===== src/rtl/antipop_pkg.sv =====
package antipop_pkg;
  typedef enum logic [2:0] {
    ST_IDLE,
    ST_RISE,
    ST_ARM,
    ST_SETTLE,
    ST_PLAY,
    ST_CENTER,
    ST_FALL
  } seq_st_t;
endpackage


===== src/rtl/ap_tick_timer.sv =====
module ap_tick_timer #(
  parameter int unsigned LIMIT = 4
) (
  input  logic clk,
  input  logic rst,
  input  logic en,
  output logic done
);
  localparam int unsigned CW = (LIMIT > 1) ? $clog2(LIMIT) : 1;
  localparam logic [CW-1:0] LAST = CW'(LIMIT - 1);

  logic [CW-1:0] cnt;

  always_ff @(posedge clk) begin
    if (rst || !en)       cnt <= '0;
    else if (cnt == LAST) cnt <= '0;
    else                  cnt <= cnt + 1'b1;
  end

  assign done = en && (cnt == LAST);
endmodule


===== src/rtl/ap_stepper.sv =====
module ap_stepper #(
  parameter int unsigned W = 16
) (
  input  logic [W-1:0] cur,
  input  logic [W-1:0] goal,
  output logic [W-1:0] nxt,
  output logic         at_goal
);
  always_comb begin
    at_goal = (cur == goal);
    if (cur > goal)      nxt = cur - 1'b1;
    else if (cur < goal) nxt = cur + 1'b1;
    else                 nxt = cur;
  end
endmodule


===== src/rtl/antipop_seq.sv =====
module antipop_seq
  import antipop_pkg::*;
#(
  parameter int unsigned CODE_W     = 16,
  parameter int unsigned VOL_W      = 7,
  parameter int unsigned STEP_CYC   = 500,
  parameter int unsigned SETTLE_CYC = 10_000_000
) (
  input  logic              clk,
  input  logic              rst,
  input  logic              start_i,
  input  logic              stop_i,
  input  logic [VOL_W-1:0]  target_vol_i,
  input  logic [CODE_W-1:0] sample_i,
  output logic [CODE_W-1:0] dac_code_o,
  output logic [VOL_W-1:0]  vol_o,
  output logic              unmute_o,
  output logic              dac_en_o,
  output logic              amp_en_o,
  output logic              busy_o,
  output logic              ready_o
);
  localparam logic [CODE_W-1:0] MID = {1'b1, {(CODE_W-1){1'b0}}};

  seq_st_t           st;
  logic              start_pend, stop_pend;
  logic              step_en, step_tick, settle_done;
  logic [CODE_W-1:0] goal, nxt_code;
  logic              at_goal;
  logic              start_go, stop_go;

  assign step_en  = (st == ST_RISE) || (st == ST_CENTER) || (st == ST_FALL);
  assign goal     = (st == ST_FALL) ? '0 : MID;
  assign start_go = start_i || start_pend;
  assign stop_go  = stop_i || stop_pend;

  ap_tick_timer #(.LIMIT(STEP_CYC)) u_step (
    .clk(clk), .rst(rst), .en(step_en), .done(step_tick)
  );

  ap_tick_timer #(.LIMIT(SETTLE_CYC)) u_settle (
    .clk(clk), .rst(rst), .en(st == ST_SETTLE), .done(settle_done)
  );

  ap_stepper #(.W(CODE_W)) u_stepper (
    .cur(dac_code_o), .goal(goal), .nxt(nxt_code), .at_goal(at_goal)
  );

  // requests arriving while the opposite sequence runs are held
  always_ff @(posedge clk) begin
    if (rst) begin
      start_pend <= 1'b0;
      stop_pend  <= 1'b0;
    end else begin
      if (st == ST_IDLE)
        start_pend <= 1'b0;
      else if (start_i && (st == ST_CENTER || st == ST_FALL))
        start_pend <= 1'b1;
      if (st == ST_PLAY)
        stop_pend <= 1'b0;
      else if (stop_i && (st == ST_RISE || st == ST_ARM || st == ST_SETTLE))
        stop_pend <= 1'b1;
    end
  end

  always_ff @(posedge clk) begin
    if (rst) begin
      st         <= ST_IDLE;
      dac_code_o <= '0;
      vol_o      <= '0;
      unmute_o   <= 1'b0;
      dac_en_o   <= 1'b0;
      amp_en_o   <= 1'b0;
    end else begin
      case (st)
        ST_IDLE: if (start_go) begin
          st         <= ST_RISE;
          dac_code_o <= '0;
          vol_o      <= '0;
          dac_en_o   <= 1'b1;
          amp_en_o   <= 1'b0;
          unmute_o   <= 1'b1;
        end
        ST_RISE: if (step_tick) begin
          if (at_goal) begin
            vol_o    <= target_vol_i;
            unmute_o <= 1'b0;
            st       <= ST_ARM;
          end else begin
            dac_code_o <= nxt_code;
          end
        end
        ST_ARM: begin
          amp_en_o <= 1'b1;
          st       <= ST_SETTLE;
        end
        ST_SETTLE: if (settle_done) begin
          unmute_o <= 1'b1;
          st       <= ST_PLAY;
        end
        ST_PLAY: begin
          if (stop_go) begin
            amp_en_o <= 1'b0;
            st       <= ST_CENTER;
          end else begin
            dac_code_o <= sample_i;
          end
        end
        ST_CENTER: if (step_tick) begin
          if (at_goal) begin
            vol_o <= '0;
            st    <= ST_FALL;
          end else begin
            dac_code_o <= nxt_code;
          end
        end
        ST_FALL: if (step_tick) begin
          if (at_goal) begin
            unmute_o <= 1'b0;
            dac_en_o <= 1'b0;
            st       <= ST_IDLE;
          end else begin
            dac_code_o <= nxt_code;
          end
        end
        default: st <= ST_IDLE;
      endcase
    end
  end

  assign busy_o  = (st != ST_IDLE) && (st != ST_PLAY);
  assign ready_o = (st == ST_PLAY);
endmodule


===== config.mk =====
export PLATFORM = sky130hd
export DESIGN_NAME = antipop_seq
export DESIGN_NICKNAME = d
export VERILOG_FILES = /design/src/rtl/antipop_pkg.sv /design/src/rtl/ap_tick_timer.sv /design/src/rtl/ap_stepper.sv /design/src/rtl/antipop_seq.sv
export SDC_FILE = /design/constraint.sdc
export NUM_CORES = 1
export LEC_CHECK = 0
export BUFFER_PORTS_ARGS = -buffer_cell sky130_fd_sc_hd__buf_2
export CAP_MARGIN = 20
export CORE_MARGIN = 3
export CORE_UTILIZATION = 35
export DETAILED_ROUTE_END_ITERATION = 12
export GPL_TIMING_DRIVEN = 0
export PLACE_DENSITY_LB_ADDON = 0.12
export RECOVER_POWER = 25
export SLEW_MARGIN = 15
export SYNTH_ARGS = -nofsm -noshare
export SYNTH_HDL_FRONTEND = slang
export SYNTH_HIERARCHICAL = 1
export SYNTH_SLANG_ARGS = --single-unit

===== constraint.sdc =====
create_clock -name clk -period 7.3 [get_ports clk]
set_input_delay 0.73 -clock clk [delete_from_list [all_inputs] [get_ports clk]]
set_output_delay 0.73 -clock clk [all_outputs]
set_load 0.01 [all_outputs]

==> impl_metrics.yaml, run 1 <==
run_status:
  status: "complete, no violations"
clock_network:
  cts_hold_buf: 0
  tritoncts: "done"
  cts_resized: 0
  htree_levels: 3
  cts-root-buf: "clkbuf_16"
  cts.sink_count: 64
  clk_latency_ns: 0.33
  cts_buffer_depth: 2
  clk_pin_slew_ns: 0.05
  numCtsBuffers: 9
  cts_setup_buffers: 0
logic_synthesis:
  netlist_instances: 552
  ys_seq_area_share_pct: 27.4
  synth.top_cell.area_share_pct: 27.4
  synth_flop_cell: "dfxtp_1"
  synth_common_cells: "dfxtp_1 (64), nor2_1 (54), a21oi_1 (38)"
  synth_edf_count: 0
  avgSynthCellArea_um2: 8.48
  yosysWarnings: 6
  synth.largest_area_cell: "dfxtp_1"
  yosys-top-cells-area: "dfxtp_1 (27%), mux2i_1 (7.7%), ha_1 (5.6%)"
  ys_types: 71
  ys_async_sr_fraction_pct: 0
  syn_area_um2: 4680
  synth_seq_cells: 64
  synth_most_common_cell: "dfxtp_1"
grt:
  grtUsageMet1_pct: 21.6
  grt_pass1_vias: 3839
  grt_max_degree: 11
  antenna_found_initial: 0
  grt_pass1_wl_mm: 19.2
  grt_usage_pct: 16.1
  grt.met2_usage_pct: 26.5
  met3_usage_pct: 4.09
  overflow: 0
  busiest_layer: "met2"
worst_setup_path:
  critPathSlowestCell: "clkbuf_1"
  rr_startpoint: "st[1]"
  critical_path_peak_fanout: 10
  timing.critical_path.from: "st[1]"
  cp.required_ns: 7.53
  crit_type: "flip-flop to flip-flop"
  critPathMaxStageDelay_ns: 0.53
  critPathLaunchType: "flip-flop"
  crit_buf_inv: 3
  arrival_ns: 4.03
  crit_chain: "clkbuf_1 > nand3b_1 > inv_1 > ha_1 > nand4_1 > o221a_1 > nand2_1 > buf_2 > mux2i_1 > xnor2_1 > mux2i_1 > nor2_1 > a21oi_1 > o41ai_1"
  end_kind: "flip-flop"
  crit_top_cell: "mux2i_1"
  cp_top_family: "buffers and inverters"
drt:
  vias: 4159
  final_antenna_net_count: 0
  drtPass1Iterations: 4
  drc: 0
  wl_per_cell_um: 14.8
  wl_mm: 11.9
  vias_per_cell: 5.15
  drt_iter0_drc: 209
placed_design:
  pre_cts_ws_ns: 4.02
  dp_hpwl_mm: 9.13
  portBuffers: 54
  dp.cells: 792
  gp_congestion: 0.816
sta:
  fmax_ghz: 0.263
  finClkSkew_ns: 0.00462
  rsz0062_at_grt: "no"
  drv_slew: 0
  whs_ns: 0.471
  layout_setup_ws_ns: 3.50
  max_slew.worst_pin.slew_ns: 0.645
  fin_crit_sh_pct: 52.0
  report.final.hold_viol_count: 0
  finalSetupViolCount: 0
  fin_crit_ns: 3.80
  slew_headroom_pct: 57.0
  final.setup.tns_ns: 0
layout:
  num_antenna_cells: 0
  syn_to_final_growth_pct: 16.8
  nets: 679
  fin_cells: 808
  drive_above_1_share_pct: 18.7
floorplan:
  core_um2: 12800
  die_w_um: 122
  io_pins: 55
  num_rows: 41
  design.die.area_um2: 14800
  start_util_pct: 36.5
  dieHeight_um: 122
pwr:
  p_total_uw: 837
  p_per_area_nw_per_um2: 153
  power_leakage_uw: 0.00209
  peakVddDrop_uv: 102
worst_hold_path:
  min_from: "vol_o[3]"
  hold_class: "flip-flop to flip-flop"
run:
  max-cap-violations: 0
-- worst paths after layout --
check,endpoint,slack [ns],cells after the start
max,dac_code_o[14],3.50,14
min,vol_o[3],0.47,2
max reg2reg,dac_code_o[14],3.50,14
min reg2reg,vol_o[3],0.47,2
-- registers in the layout (all words and copies together), names as in the netlist, 3 cells and up --
name	count
st	3
u_step/cnt	9
dac_code_o	16
u_settle/cnt	24
vol_o	7
-- worst reg2reg max path: cells and delay by family, from the launching register on --
kind / cells / cell delay [ns]
buffers and inverters: 3 / 1.06
AND/OR/NAND/NOR: 4 / 0.88
AO/OA/AOI/OAI: 3 / 0.61
multiplexers: 2 / 0.40
flip-flops: 1 / 0.39
adder cells (fa/ha/maj): 1 / 0.19
XOR/XNOR: 1 / 0.17
-- per-layer routing --
layer	share of wire (%)	wire, um
met4	0.75	89
met5	0	0
met1	49	5870
met2	46	5450
met3	4.5	533
-- report_power, final --
part / internal (uW) / total (uW) / switching (uW)
registers: 354 / 358 / 4.63
logic: 29.2 / 75.6 / 46.4
clock network: 256 / 404 / 148
-- cell usage in the layout (no fill, tap or decap), types with 5 or more instances in the layout --
cell,n
dfxtp_1,64
buf_2,54
nor2_1,54
a21oi_1,38
mux2i_1,36
nand2_1,35
inv_1,31
o21ai_0,22
nand3_1,21
ha_1,21
clkbuf_1,19
nor2b_1,18
xnor2_1,17
xor2_1,15
conb_1,15
nand2b_1,14
o41ai_2,14
nand4_1,13
nor3_1,11
or3_1,11
clkbuf_16,9
buf_6,6
o21ai_2,6
or4_1,6
nor4_1,5
and4_1,5
-- cells by family (layout without fill, tap and decap cells) --
logic type / Yosys count / after routing / synth area share, %
fa+ha+maj: 21 / 21 / 5.61
xor+xnor: 32 / 32 / 5.99
simple gates: 224 / 224 / 27.2
buf+inv: 60 / 130 / 6.60
mux: 36 / 36 / 7.70
flops: 64 / 64 / 27.4
other cells: 1 / 15 / 0.0801
compound gates: 114 / 114 / 19.5
-- per-stage QoR --
step / utilization (%) / instance area (um^2)
2_1_floorplan: - / 4730
3_3_place_gp: 40.7 / 5220
3_5_place_dp: 40.7 / 5220
4_1_cts: 42.9 / 5500
5_1_grt: 42.6 / 5470
6_report: 42.6 / 5470
-- cell type report --
cell class	count	area, um^2
fillers	1318	7360
multi-input cells	442	3130
flip-flops and latches	64	1280
clock buffers	13	270
repair buffers	54	258
well taps	172	215
plain buffers	28	178
inverters	32	120
clock inverters	3	15.0
Note: power is estimated with default switching activity, not from simulation.
==> inputs of run 2 (changes only) <==
clock period = 3.46 ns   (was 7.3 ns; I/O delays follow)
==> run 2 against run 1 <==
Effect of this change:
- cell area grew 0.44%
- fmax grew 21%
- first-iteration DRC count fell by 4.3%
- via count up 0.31%
- non-clock buffer count is 1 higher
- combinational power rose by 110%
- die area did not move
- critical path type unchanged
- global-route usage did not move
- power is 110% higher
- critical path depth up 1
==> impl_metrics.yaml, run 2 (synthesis results as in run 1) <==
sta:
  max_slew.worst_pin.slew_ns: 0.556
  finalSetupViolCount: 0
  report.final.hold_viol_count: 0
  slew_headroom_pct: 62.6
  rsz0062_at_grt: "no"
  final.setup.tns_ns: 0
  layout_setup_ws_ns: 0.326
  drv_slew: 0
  fin_crit_sh_pct: 90.6
  fmax_ghz: 0.319
  finClkSkew_ns: 0.00482
  fin_crit_ns: 3.13
drt:
  vias: 4172
  drtPass1Iterations: 4
  drt_iter0_drc: 200
  vias_per_cell: 5.16
  wl_per_cell_um: 14.8
  final_antenna_net_count: 0
  drc: 0
  wl_mm: 11.9
layout:
  largest_reg_flops: 24
  syn_to_final_growth_pct: 17.3
  top_register: "u_settle/cnt"
  drive_above_1_share_pct: 18.2
  nets: 680
  final_common_cell: "dfxtp_1"
  final_cell_mix: "dfxtp_1 (62), nor2_1 (54), buf_2 (44)"
  stdcell_area_um2: 5490
  top_regs: "u_settle/cnt (24), dac_code_o (16), u_step/cnt (9)"
  num_antenna_cells: 0
worst_setup_path:
  arrival_ns: 3.37
  critical_path_peak_fanout: 10
  end_kind: "flip-flop"
  critPathMaxStageDelay_ns: 0.53
  crit_chain: "buf_6 > nand3b_4 > inv_1 > ha_1 > nand4_1 > nor2_1 > and4_1 > clkbuf_1 > or4_1 > mux2i_1 > xor2_1 > mux2i_1 > nor2_1 > a21oi_1 > o41ai_2"
  rr_startpoint: "st[1]"
  worst-r2r-cell-count: 15
  critPathSlowestCell: "or4_1"
  cp.required_ns: 3.70
  rrSetupSlack_ns: 0.33
  reg2reg_to: "dac_code_o[7]"
  crit_type: "flip-flop to flip-flop"
  critPathLaunchType: "flip-flop"
clock_network:
  clk_pin_slew_ns: 0.05
  cts_hold_buf: 0
  numCtsBuffers: 9
  clk_latency_ns: 0.33
  cts-root-buf: "clkbuf_16"
  cts.sink_count: 64
  cts_buffer_depth: 2
  htree_levels: 3
  tritoncts: "done"
pwr:
  p_int_uw: 1350
  p_switching_uw: 421
  p_per_area_nw_per_um2: 322
  power_frac_comb_pct: 9.0
  peakVddDrop_uv: 215
  switching_share_pct: 23.8
  power_frac_clock_pct: 48.2
  power_leakage_uw: 0.00209
  power_frac_seq_pct: 42.8
worst_hold_path:
  hold_depth: 3
  min_from: "target_vol_i[1]"
  hold_class: "primary input to flip-flop"
  hold_end: "vol_o[1]"
grt:
  grt_pass1_vias: 3839
  overflow: 0
  grt_pass1_wl_mm: 19.2
  grt_usage_pct: 16.1
  antenna_found_initial: 0
  grt_max_degree: 11
floorplan:
  die_w_um: 122
  num_rows: 41
  core_um2: 12800
  io_pins: 55
  dieHeight_um: 122
  start_util_pct: 36.5
  design.die.area_um2: 14800
placed_design:
  gp_congestion: 0.816
  pre_cts_ws_ns: 0.182
  place_area_um2: 5220
  portBuffers: 54
  dp_hpwl_mm: 9.13
run:
  max-cap-violations: 0
run_status:
  status: "complete, no violations"
-- run 2: cell count changes in the layout (fill, tap and decap cells not counted), sizes merged --
| cell | before | now |
|---|---|---|
| buf | 63 | 56 |
| clkbuf | 32 | 40 |
-- run 2: critical path, delay by kind of cell (launching register included) --
kind | cells | cell delay (ns)
fa+ha+maj | 1 | 0.26
mux | 2 | 0.27
flops | 1 | 0.37
compound gates | 2 | 0.23
buf+inv | 3 | 0.50
simple gates | 6 | 1.20
xor+xnor | 1 | 0.21
-- run 2: stage by stage --
stage | util [%] | instances | total power [uW] | hold WS [ns]
2_1_floorplan | - | 566 | 877 | 0.423
3_3_place_gp | 40.7 | 792 | 928 | 0.458
3_5_place_dp | 40.7 | 792 | 932 | 0.470
4_1_cts | 42.9 | 808 | 1800 | 0.253
5_1_grt | 42.8 | 809 | 1850 | 0.252
6_report | 42.8 | 809 | 1770 | 0.265
-- run 2: metal layers --
layer / vias to the layer above / track usage, % / wire length (um)
met1: 1946 / 21.6 / 5790
met2: 85 / 26.5 / 5460
met5: - / 0 / 0
met4: 0 / 3.22 / 89
met3: 8 / 4.09 / 593
li1: 2133 / - / -
-- run 2: what timing repair did --
item	4_1_cts	5_1_grt
setup endpoints to repair	0	7
buffers inserted	0	1
resized for setup	0	4
-- run 2: worst max path at each step --
stage	end	start	slack, ns	cells past startpoint
finish	dac_code_o[7]	st[1]	0.33	15
floorplan	dac_code_o[7]	st[1]	0.68	15
global placement	dac_code_o[14]	st[0]	0.26	13
detailed placement	dac_code_o[14]	st[0]	0.18	13
CTS	dac_code_o[12]	st[0]	0.19	13
global route	dac_code_o[7]	st[1]	0.08	15
-- run 2: layout make-up --
class | instances | area [um^2]
flip-flops and latches | 64 | 1280
inverters | 32 | 120
plain buffers | 28 | 191
well taps | 172 | 215
repair buffers | 55 | 254
fillers | 1316 | 7330
clock buffers | 13 | 270
multi-input cells | 442 | 3140
clock inverters | 3 | 15.0
-- run 2: power by group through the flow --
stage | Sequential [uW] | Clock, uW | Combinational, uW
floorplan | 771 | 0 | 107
global placement | 771 | 0 | 158
detailed placement | 771 | 0 | 161
CTS | 755 | 880 | 162
global route | 756 | 916 | 177
finish | 756 | 852 | 160
==> inputs of run 3 (changes only) <==
CELL_PAD_IN_SITES_DETAIL_PLACEMENT = 1   (was default)
CELL_PAD_IN_SITES_GLOBAL_PLACEMENT = 2   (was default)
CORE_UTILIZATION = 32   (was 35)
==> run 3 against run 2 <==
Effect of this change:
- die area is 8.9% higher
- setup slack got worse by 0.11 ns
- clock-buffer cell count decreased by 2
- critical path depth down 1
- flip-flop and latch count stayed put
- critical path type unchanged
- largest power group unchanged
==> impl_metrics.yaml, run 3 (synthesis results as in run 1) <==
run_status:
  status: "complete, no violations"
run:
  max-cap-violations: 0
sta:
  finClkSkew_ns: 0.00633
  fmax_ghz: 0.309
  final.setup.tns_ns: 0
  max_slew.worst_pin.slew_ns: 0.666
  finalSetupViolCount: 0
  fin_crit_ns: 3.24
  drv_slew: 0
  report.final.hold_viol_count: 0
  rsz0062_at_grt: "no"
  slew_headroom_pct: 55.6
  fin_crit_sh_pct: 93.7
pwr:
  peakVddDrop_uv: 248
  p_total_uw: 1860
  power_leakage_uw: 0.00210
  p_per_area_nw_per_um2: 336
layout:
  top_regs: "u_settle/cnt (24), dac_code_o (16), u_step/cnt (9)"
  drive_above_1_share_pct: 18.7
  register_area_um2: 1280
  largest_reg_flops: 24
  final_cell_mix: "dfxtp_1 (62), nor2_1 (54), buf_2 (45)"
  multi_input_comb_area_um2: 3150
  nets: 679
  top_register: "u_settle/cnt"
  syn_to_final_growth_pct: 18.0
  num_antenna_cells: 0
  fill_cells: 1700
  final_common_cell: "dfxtp_1"
clock_network:
  cts.sink_count: 64
  tritoncts: "done"
  clk_pin_slew_ns: 0.06
  cts-root-buf: "clkbuf_16"
  htree_levels: 3
  numCtsBuffers: 9
  clk_latency_ns: 0.34
  cts_buffer_depth: 2
worst_hold_path:
  hold_class: "primary input to flip-flop"
  min_from: "target_vol_i[6]"
  hold_end: "vol_o[6]"
  hold_depth: 3
worst_setup_path:
  reg2reg_to: "dac_code_o[13]"
  cp.required_ns: 3.68
  critical_path_peak_fanout: 10
  worst-r2r-cell-count: 14
  crit_type: "flip-flop to flip-flop"
  crit_top_cell: "nor2_1"
  critPathMaxStageDelay_ns: 0.50
  end_kind: "flip-flop"
  critPathSlowestCell: "a2111o_1"
  crit_chain: "buf_6 > nand3b_4 > inv_1 > ha_1 > nand4_1 > nor2_1 > and4_2 > a2111o_1 > o32ai_2 > xor2_1 > mux2i_1 > nor2_1 > a21oi_1 > o41ai_1"
  rrSetupSlack_ns: 0.22
  arrival_ns: 3.47
  rr_startpoint: "st[1]"
  crit_buf_inv: 2
  cp_top_family: "compound AO/OA/AOI/OAI gates"
  critPathLaunchType: "flip-flop"
drt:
  drtPass1Iterations: 4
  final_antenna_net_count: 0
  vias: 4283
  vias_per_cell: 5.25
  drt_iter0_drc: 167
  drc: 0
  wl_per_cell_um: 16.9
  wl_mm: 13.8
placed_design:
  portBuffers: 54
  gp_congestion: 0.755
  dp_hpwl_mm: 10.6
floorplan:
  die_w_um: 127
  num_rows: 43
  io_pins: 55
  design.die.area_um2: 16100
  core_um2: 14100
  start_util_pct: 33.2
  dieHeight_um: 127
grt:
  grt_pass1_wl_mm: 23.0
  grt_pass1_vias: 4494
  antenna_found_initial: 0
  overflow: 0
  grt_max_degree: 12
  grt_usage_pct: 17.5
==> run 3: layout make-up <==
class / count / share of cell area, %
Buffer: 27 / 3.33
Clock buffer: 11 / 4.58
Clock inverter: 5 / 0.997
Inverter: 32 / 2.17
Multi-Input combinational cell: 442 / 57.0
Sequential cell: 64 / 23.2
Tap cell: 180 / 4.08
Timing Repair Buffer: 55 / 4.62
==> run 3: how the worst max path moves through the flow <==
| stage | startpoint | endpoint | depth (start not counted) |
|---|---|---|---|
| 5_1_grt | st[1] | dac_code_o[13] | 14 |
| 4_1_cts | st[0] | dac_code_o[14] | 13 |
| 2_1_floorplan | st[1] | dac_code_o[7] | 15 |
| 6_report | st[1] | dac_code_o[13] | 14 |
| 3_3_place_gp | st[0] | dac_code_o[2] | 13 |
| 3_5_place_dp | st[0] | dac_code_o[12] | 13 |
==> run 3: stage by stage <==
stage                     instance area [um^2]  hold WS [ns]  worst slack [ns]  util, %  instances
after global placement                    5230         0.456             0.129     37.1        800
after CTS                                 5540         0.251            0.0229     39.3        816
after detailed placement                  5230         0.468            0.0572     37.1        800
after global routing                      5520         0.274            0.0153     39.2        816
final                                     5520         0.262             0.219     39.2        816
after floorplan                           4730         0.423             0.676        -        566
==> run 3: layer usage <==
layer  global-route usage [%]  part of all wire (%)  vias up
li1                         -                     -     2130
met1                     23.8                    50     2078
met2                     28.7                    46       64
met3                     3.24                   3.3       11
met4                     4.54                   1.3        0
met5                        0                     0        -
==> run 3: worst register-to-register path, cell delays in order, from the launching register on <==
cell and delay, ns:
dfxtp_2 0.38, buf_6 0.19, nand3b_4 0.12, inv_1 0.13
ha_1 0.27, nand4_1 0.19, nor2_1 0.09, and4_2 0.31
a2111o_1 0.50, o32ai_2 0.20, xor2_1 0.23, mux2i_1 0.11
nor2_1 0.09, a21oi_1 0.05, o41ai_1 0.27
==> run 3: repair_timing <==
action | 4_1_cts | 5_1_grt
hold buffers | 0 | 0
endpoints found under the setup margin | 0 | 12
gates resized for setup | 0 | 6
setup buffers | 0 | 1
==> run 3: report_power, final <==
part           leakage [uW]  total [uW]  switching [uW]  internal, uW
registers          0.000518         755            9.55           746
clock network      0.000148         938             344           594
logic               0.00143         164             102          62.0
